## src/rtl/tdc_pkg.sv

```systemverilog
package tdc_pkg;

   typedef struct packed {
      logic wr_ok;
      logic rd_ok;
   } tdc_hit_t;

   // Decide whether a header addresses this receive-chain device.
   function automatic tdc_hit_t tdc_decode(
      input logic       assign_flag,
      input logic       chain_sel,
      input logic       is_read,
      input logic       is_ext,
      input logic [7:0] tgt_id,
      input logic [7:0] own_id,
      input int         id_w
   );
      tdc_hit_t   h;
      logic [7:0] all_ones;
      logic       usable;
      all_ones = 8'((9'd1 << id_w) - 9'd1);
      usable   = !(assign_flag && !is_ext) && !chain_sel && (tgt_id != 8'd0);
      h.wr_ok  = usable && !is_read && ((tgt_id == own_id) || (tgt_id == all_ones));
      h.rd_ok  = usable && is_read && (tgt_id == own_id) && (tgt_id != all_ones);
      return h;
   endfunction

endpackage

```

## src/rtl/tdc_pos_ctr.sv

```systemverilog
module tdc_pos_ctr #(
   parameter int FIELD_W = 32,
   localparam int POS_W  = $clog2(FIELD_W)
) (
   input  logic             clk,
   input  logic             rst_n,
   input  logic             fld_start,
   output logic [POS_W-1:0] pos
);
   localparam logic [POS_W-1:0] P_LAST = POS_W'(FIELD_W - 1);

   // pos = number of bits of the current field already sampled; 0 = idle
   always_ff @(posedge clk or negedge rst_n) begin
      if (!rst_n) begin
         pos <= '0;
      end else if (fld_start) begin
         pos <= POS_W'(1);
      end else if (pos == P_LAST) begin
         pos <= '0;
      end else if (pos != '0) begin
         pos <= pos + POS_W'(1);
      end
   end
endmodule

```

## src/rtl/tdc_hdr_rx.sv

```systemverilog
module tdc_hdr_rx
   import tdc_pkg::*;
#(
   parameter int FIELD_W = 32,
   parameter int ID_W    = 5,
   parameter int REG_W   = 7,
   parameter int DAT_W   = 8,
   parameter int READ_EN = 1,
   localparam int POS_W  = $clog2(FIELD_W)
) (
   input  logic             clk,
   input  logic             rst_n,
   input  logic             fld_start,
   input  logic             fld_ext,
   input  logic             sdi,
   input  logic [ID_W-1:0]  my_id,
   input  logic [POS_W-1:0] pos,
   output logic             wr_en,
   output logic [REG_W-1:0] wr_addr,
   output logic [DAT_W-1:0] wr_data,
   output logic             rd_req,
   output logic [REG_W-1:0] rd_addr,
   output logic             rd_hit,
   output logic             id_assign,
   output logic             emd_seen
);
   localparam int IDX_RW   = 3 + ID_W;
   localparam int IDX_DAT0 = IDX_RW + 1 + REG_W;
   localparam int IDX_END  = IDX_DAT0 + DAT_W;
   localparam int SR_W     = IDX_END - 1;

   localparam logic [POS_W-1:0] P_EMD  = POS_W'(1);
   localparam logic [POS_W-1:0] P_RW   = POS_W'(IDX_RW);
   localparam logic [POS_W-1:0] P_ADDR = POS_W'(IDX_DAT0 - 1);
   localparam logic [POS_W-1:0] P_WR   = POS_W'(IDX_END - 1);
   localparam logic [POS_W-1:0] P_FEND = POS_W'(FIELD_W - 1);

   logic [SR_W-1:0]    sr;
   logic               ext_q;
   logic               bit_vld;
   logic [IDX_RW:0]    hdr;
   logic [IDX_END-1:0] full;
   tdc_hit_t           hit_hdr;
   tdc_hit_t           hit_full;

   assign bit_vld = fld_start || (pos != '0);
   assign hdr     = {sr[IDX_RW-1:0], sdi};
   assign full    = {sr, sdi};

   always_comb begin
      hit_hdr  = tdc_decode(hdr[IDX_RW], hdr[IDX_RW-2], hdr[0], ext_q,
                            8'(hdr[ID_W:1]), 8'(my_id), ID_W);
      hit_full = tdc_decode(full[IDX_END-1], full[IDX_END-3], full[DAT_W+REG_W], ext_q,
                            8'(full[IDX_END-4 -: ID_W]), 8'(my_id), ID_W);
   end

   always_ff @(posedge clk or negedge rst_n) begin
      if (!rst_n) begin
         sr        <= '0;
         ext_q     <= 1'b0;
         rd_hit    <= 1'b0;
         wr_en     <= 1'b0;
         wr_addr   <= '0;
         wr_data   <= '0;
         rd_req    <= 1'b0;
         rd_addr   <= '0;
         id_assign <= 1'b0;
         emd_seen  <= 1'b0;
      end else begin
         wr_en     <= 1'b0;
         rd_req    <= 1'b0;
         id_assign <= 1'b0;
         emd_seen  <= 1'b0;
         if (bit_vld) begin
            sr <= {sr[SR_W-2:0], sdi};
         end
         if (fld_start) begin
            ext_q     <= fld_ext;
            rd_hit    <= 1'b0;
            id_assign <= sdi && !fld_ext;
         end else begin
            if (pos == P_EMD) begin
               emd_seen <= sdi && (ext_q || !sr[0]);
            end
            if (pos == P_RW) begin
               rd_hit <= (READ_EN != 0) && hit_hdr.rd_ok;
            end
            if ((pos == P_ADDR) && rd_hit) begin
               rd_req  <= 1'b1;
               rd_addr <= {sr[REG_W-2:0], sdi};
            end
            if ((pos == P_WR) && hit_full.wr_ok) begin
               wr_en   <= 1'b1;
               wr_addr <= full[DAT_W +: REG_W];
               wr_data <= full[DAT_W-1:0];
            end
            if (pos == P_FEND) begin
               rd_hit <= 1'b0;
            end
         end
      end
   end
endmodule

```

## src/rtl/tdc_sdo_drv.sv

```systemverilog
module tdc_sdo_drv #(
   parameter int FIELD_W = 32,
   parameter int ID_W    = 5,
   parameter int REG_W   = 7,
   parameter int DAT_W   = 8,
   localparam int POS_W  = $clog2(FIELD_W)
) (
   input  logic             clk,
   input  logic             rst_n,
   input  logic [POS_W-1:0] pos,
   input  logic             rd_hit,
   input  logic [DAT_W-1:0] rd_data,
   output logic             sdo,
   output logic             sdo_oe
);
   localparam int IDX_DAT0 = 4 + ID_W + REG_W;
   localparam int IDX_END  = IDX_DAT0 + DAT_W;

   localparam logic [POS_W-1:0] P_PRE  = POS_W'(IDX_DAT0 - 1);
   localparam logic [POS_W-1:0] P_D0   = POS_W'(IDX_DAT0);
   localparam logic [POS_W-1:0] P_DLST = POS_W'(IDX_END - 1);

   logic [DAT_W-1:0] shreg;

   // Falling-edge launch: enable one bit slot ahead of the first data bit.
   always_ff @(negedge clk or negedge rst_n) begin
      if (!rst_n) begin
         sdo    <= 1'b0;
         sdo_oe <= 1'b0;
         shreg  <= '0;
      end else begin
         sdo_oe <= rd_hit && (pos >= P_PRE) && (pos <= P_DLST);
         if (rd_hit && (pos == P_D0)) begin
            sdo   <= rd_data[DAT_W-1];
            shreg <= rd_data << 1;
         end else if (rd_hit && (pos > P_D0) && (pos <= P_DLST)) begin
            sdo   <= shreg[DAT_W-1];
            shreg <= shreg << 1;
         end else begin
            sdo <= 1'b0;
         end
      end
   end
endmodule

```

## src/rtl/tdm_cmd_decoder.sv

```systemverilog
module tdm_cmd_decoder #(
   parameter int FIELD_W = 32,
   parameter int ID_W    = 5,
   parameter int REG_W   = 7,
   parameter int DAT_W   = 8,
   parameter int READ_EN = 1
) (
   input  logic             clk,
   input  logic             rst_n,
   input  logic             fld_start,
   input  logic             fld_ext,
   input  logic             sdi,
   input  logic [ID_W-1:0]  my_id,
   input  logic [DAT_W-1:0] rd_data,
   output logic             wr_en,
   output logic [REG_W-1:0] wr_addr,
   output logic [DAT_W-1:0] wr_data,
   output logic             rd_req,
   output logic [REG_W-1:0] rd_addr,
   output logic             sdo,
   output logic             sdo_oe,
   output logic             id_assign,
   output logic             emd_seen
);
   localparam int POS_W   = $clog2(FIELD_W);
   localparam int HDR_END = 4 + ID_W + REG_W + DAT_W;

   if (FIELD_W < HDR_END) begin : g_bad_field
      $error("FIELD_W too small for header layout");
   end
   if (ID_W < 2 || ID_W > 8) begin : g_bad_id
      $error("ID_W must be 2..8");
   end
   if (REG_W < 2 || DAT_W < 2) begin : g_bad_fields
      $error("REG_W and DAT_W must be at least 2");
   end

   logic [POS_W-1:0] pos;
   logic             rd_hit;

   tdc_pos_ctr #(.FIELD_W(FIELD_W)) u_pos (
      .clk       (clk),
      .rst_n     (rst_n),
      .fld_start (fld_start),
      .pos       (pos)
   );

   tdc_hdr_rx #(
      .FIELD_W(FIELD_W), .ID_W(ID_W), .REG_W(REG_W), .DAT_W(DAT_W), .READ_EN(READ_EN)
   ) u_rx (
      .clk       (clk),
      .rst_n     (rst_n),
      .fld_start (fld_start),
      .fld_ext   (fld_ext),
      .sdi       (sdi),
      .my_id     (my_id),
      .pos       (pos),
      .wr_en     (wr_en),
      .wr_addr   (wr_addr),
      .wr_data   (wr_data),
      .rd_req    (rd_req),
      .rd_addr   (rd_addr),
      .rd_hit    (rd_hit),
      .id_assign (id_assign),
      .emd_seen  (emd_seen)
   );

   if (READ_EN != 0) begin : g_tx
      tdc_sdo_drv #(
         .FIELD_W(FIELD_W), .ID_W(ID_W), .REG_W(REG_W), .DAT_W(DAT_W)
      ) u_tx (
         .clk     (clk),
         .rst_n   (rst_n),
         .pos     (pos),
         .rd_hit  (rd_hit),
         .rd_data (rd_data),
         .sdo     (sdo),
         .sdo_oe  (sdo_oe)
      );
   end else begin : g_no_tx
      assign sdo    = 1'b0;
      assign sdo_oe = 1'b0;
   end
endmodule

```

## config.mk

```make
export PLATFORM = sky130hd
export DESIGN_NAME = tdm_cmd_decoder
export DESIGN_NICKNAME = d
export VERILOG_FILES = /design/src/rtl/tdc_pkg.sv /design/src/rtl/tdc_pos_ctr.sv /design/src/rtl/tdc_hdr_rx.sv /design/src/rtl/tdc_sdo_drv.sv /design/src/rtl/tdm_cmd_decoder.sv
export SDC_FILE = /design/constraint.sdc
export NUM_CORES = 1
export LEC_CHECK = 0
export BUFFER_PORTS_ARGS = -buffer_cell sky130_fd_sc_hd__clkbuf_2
export CAP_MARGIN = 20
export CORE_ASPECT_RATIO = 1.4
export CORE_MARGIN = 8
export CORE_UTILIZATION = 46
export DETAILED_ROUTE_END_ITERATION = 7
export GPL_TIMING_DRIVEN = 0
export PLACE_DENSITY = 0.68
export SYNTH_ARGS = -nofsm -noshare
export SYNTH_HDL_FRONTEND = slang
export SYNTH_SLANG_ARGS = --single-unit
```

## constraint.sdc

```tcl
create_clock -name clk -period 5.8 [get_ports clk]
set_clock_uncertainty 0.15 [all_clocks]
set_input_delay 0.58 -clock clk [delete_from_list [all_inputs] [get_ports clk]]
set_output_delay 0.58 -clock clk [all_outputs]
set_load 0.1 [all_outputs]
```

Word-level counts from Yosys, hierarchy flattened
Cells that the tools add are included.
{"block": "op_classes", "addsub": 1, "reduce_logical": 39, "eq_ne": 10, "muxes": 17, "order_cmp": 3, "n_bitwise": 1}
{"operator": "5-bit == test (second input constant)", "count": 4}
{"operator": "1-bit logical AND", "count": 20}
{"operator": "8-bit 2-to-1 mux", "count": 2}
{"operator": "5-bit 2-to-1 mux", "count": 3}
{"operator": "5-bit nonzero test", "count": 3}
{"operator": "1-bit 2-to-1 mux", "count": 12}
{"operator": "5-bit by 4-bit == test with 1-bit output (second input constant)", "count": 2}
{"operator": "5-bit == test", "count": 2}
{"operator": "1-bit zero test", "count": 8}
{"operator": "3-bit nonzero test", "count": 2}
{"operator": "5-bit by 1-bit adder with 5-bit output (second input constant)", "count": 1}
{"operator": "5-bit by 1-bit == test with 1-bit output (second input constant)", "count": 1}
{"operator": "5-bit by 4-bit >= comparator with 1-bit output (second input constant)", "count": 1}
{"operator": "5-bit > comparator (second input constant)", "count": 1}
{"operator": "5-bit less-or-equal comparator (second input constant)", "count": 1}
{"operator": "5-bit inequality test (second input constant)", "count": 1}
{"operator": "2-bit AND reduction", "count": 2}
{"operator": "1-bit logical OR", "count": 3}
{"operator": "2-bit nonzero test", "count": 1}
{"operator": "1-bit NOT", "count": 1}
{"block": "totals", "input_bits": 18, "word_cells": 85, "out_inout_bits": 28, "reg_bits": 66}

Logic depth before layout (Yosys ltp)
{"block": "logic_depth", "depth_word": 11, "depth_mapped": 8, "mapped_depth_nobuf": 7}

Modules after synthesis
Synthesis repeated with hierarchy kept, for this count alone.
{"block": "unflattened", "hier_cells": 220, "hier_area_um2": 2894.0}
{"mod": "tdc_hdr_rx", "instances": 1, "seq_area_each_um2": 1276.2, "area_per_inst_um2": 2163.3, "cells_per_inst": 148}
{"mod": "tdc_sdo_drv", "instances": 1, "seq_area_each_um2": 225.2, "area_per_inst_um2": 440.4, "cells_per_inst": 48}
{"mod": "tdc_pos_ctr", "instances": 1, "seq_area_each_um2": 125.1, "area_per_inst_um2": 290.3, "cells_per_inst": 24}

==> impl_metrics.toml <==
[status]
status = "finished, final reports clean"

[global_routing]
grtUsageTotal_pct = 13.95
grt-ovfl-total = 0
grtUsageMet3_pct = 4.703
grt_pass1_wl_um = 9487
use_met1_pct = 16.68
antenna_found_initial = 0
grt_max_degree = 66
grt_pass1_vias = 1969
use_met2_pct = 21.95
busiest_layer = "met2"

[yosys]
syn_inst = 234
synth_edf_count = 0
ys_top_cells_by_count = "dfrtp_1 (56), nand2_1 (36), mux2_2 (24)"
syn_nets = 257
synth_top_area_cell = "dfrtp_1"
async_flop_share_pct = 100.0
synthDistinctLibCells = 40
synth_seq_cells = 65
yosysWarningCount = 0
ys_seq_area_share_pct = 57.32
synth_area_mm2 = 0.002838
syn_area_per_cell_um2 = 12.13
ys_top_cells_by_area = "dfrtp_1 (49%), mux2_2 (9.5%), dfrtn_1 (7.9%)"
synth-main-ff-cell = "dfrtp_1"
yosysMostFrequentCell = "dfrtp_1"
synth.top_cell.area_share_pct = 49.38

[worst_hold_path]
hp-class = "primary input to asynchronous set/reset pin"

[cts]
ctsResizeCount = 0
clock_latency_ps = 340
cts_num_sinks = 65
cts_tree = "yes"
cts_max_path_buffers = 2
post_cts_buffers = 0
postCtsHoldBufs = 0
root_buffer = "clkbuf_8"
path_clk_slew_ps = 70
cts_max_level = 3
cts_buffers = 9

[final_layout]
multiInputGateArea_mm2 = 0.001111
areaGrowthSynthToFinish_pct = 18.96
fillCellCount = 539
register_area_mm2 = 0.001627
finalNonFillerCells = 367
diodes = 0
nets = 313
drive_gt1_share_pct = 32.20

[sta]
worst_slew_pin_slew_ps = 877.8
fin_tns_setup_ps = 0
report.final.slew_viol_count = 0
hold_viol = 0
finalSetupViolations = 0
rsz0062_at_grt = "no"
max_slew_margin_pct = 41.48

[routing]
routed_wl_um = 5738
drtIter0Drc = 92
vias = 1891
vias_per_cell = 5.153
first_pass_iters = 4
ant_nets = 0
drc = 0
wl_per_cell_um = 15.63

[setup_path]
r2r_slack_ps = 760
r2r-start = "u_pos.pos[0]"
cp_max_fo = 10
cp_slowest_stage_delay_ps = 420
timing.rr.end = "g_tx.u_tx.shreg[4]"
crit_slowest_cell = "dfrtp_1"
cp.required_ps = 2920
cp-end-kind = "flop"
cpLargestDelayFamily = "buffers and inverters"
cp.arrival_ps = 2160
crit_path_cell_trace = "inv_1, ha_1, or3b_1, clkbuf_1, nor2_1, a221o_1"
rr_worst_depth = 6
worstSetupPathType = "flop to flop"
path_buf_inv = 2
startpoint_type = "flop"

[floorplan]
die_y_um = 108.9
core-area_mm2 = 0.006083
dieArea_mm2 = 0.008974
fp.dieW_um = 82.38
start_util_pct = 46.65
rows = 34
ioPinCount = 46

[pwr]
power.leakage_uw = 0.001716
ir_worst_vdd_v = 0.0002460
power.density_mw_per_mm2 = 408.0

[place]
place_inst = 351
place_hpwl_um = 4154
gp_congestion = 0.7856
port_buffers = 45

[flow_run]
maxCapViolations = 0
## flip-flops by register name, summed over array words and instances (netlist names), 5 cells and up
signal / cells
g_tx.u_tx.shreg: 7
u_rx.sr: 23
u_rx.rd_addr: 7
u_rx.wr_data: 8
u_pos.pos: 5
u_rx.wr_addr: 7
## worst max path at each step
stage | from | end | cells after the start
after floorplan | u_pos.pos[0] | g_tx.u_tx.shreg[6] | 6
after global placement | u_pos.pos[0] | g_tx.u_tx.shreg[6] | 6
after detailed placement | u_pos.pos[0] | g_tx.u_tx.shreg[4] | 6
after CTS | u_pos.pos[0] | g_tx.u_tx.shreg[4] | 6
after global routing | u_pos.pos[0] | g_tx.u_tx.shreg[2] | 6
final | u_pos.pos[0] | g_tx.u_tx.shreg[4] | 6
## stage by stage
stage	area [um2]	setup WS (ps)	util, %	total power (uW)	hold slack (ps)
floorplan	2838	997.9	-	873.6	134.4
global placement	3153	780.7	51.83	951.9	309.7
global route	3376	588.3	55.49	1459	264.9
CTS	3376	745.3	55.49	1391	248.6
detailed placement	3156	775.0	51.87	965.0	307.8
finish	3376	755.6	55.49	1377	238.7
## area by class of cell
| class | instances | share of cell area (%) |
|---|---|---|
| timing repair buffer | 45 | 6.746 |
| sequential | 65 | 48.18 |
| multi-input combinational | 151 | 32.91 |
| inverter | 9 | 1.001 |
| clock buffer | 11 | 4.188 |
| tap | 72 | 2.669 |
| clock inverter | 5 | 2.335 |
| buffer | 9 | 1.964 |
## power breakdown
group	internal (uW)	switching, uW
Sequential	548	106
Clock	253	171
Combinational	167	133
## layer usage
| metal | vias up | share of wire, % |
|---|---|---|
| met5 | - | 0 |
| met4 | 0 | 1.7 |
| met3 | 10 | 6.3 |
| met2 | 40 | 48 |
| met1 | 912 | 44 |
| li1 | 929 | - |
## logic make-up (layout without fill, tap and decap cells)
kind of cell / count (synthesis) / after routing / share of synthesized area (%)
adders and majority gates: 5 / 5 / 2.205
buffers and inverters: 18 / 79 / 3.527
and+or+nand+nor: 75 / 75 / 12.08
AOI/OAI and AO/OA: 25 / 25 / 6.878
xor gates and xnor gates: 9 / 9 / 2.778
DFF: 65 / 65 / 57.32
muxes: 37 / 37 / 15.21
## cell usage in the layout, fill, tap and decap left out, drive strengths merged, types with 2 or more instances in the layout
master and count:
a221o 5, nand3b 2, bufinv 2, dfrtp 56, nor4 2, nor2 13, and3 2, xor2 3
nand3 5, clkinv 3, inv 9, nand2 36, a22o 2, nand4 2, nor2b 2, o2111ai 2
mux2 37, buf 6, xnor2 6, o21ai 8, nor3 6, ha 5, clkbuf 59, dfrtn 9
(Power assumes the default switching activity.)
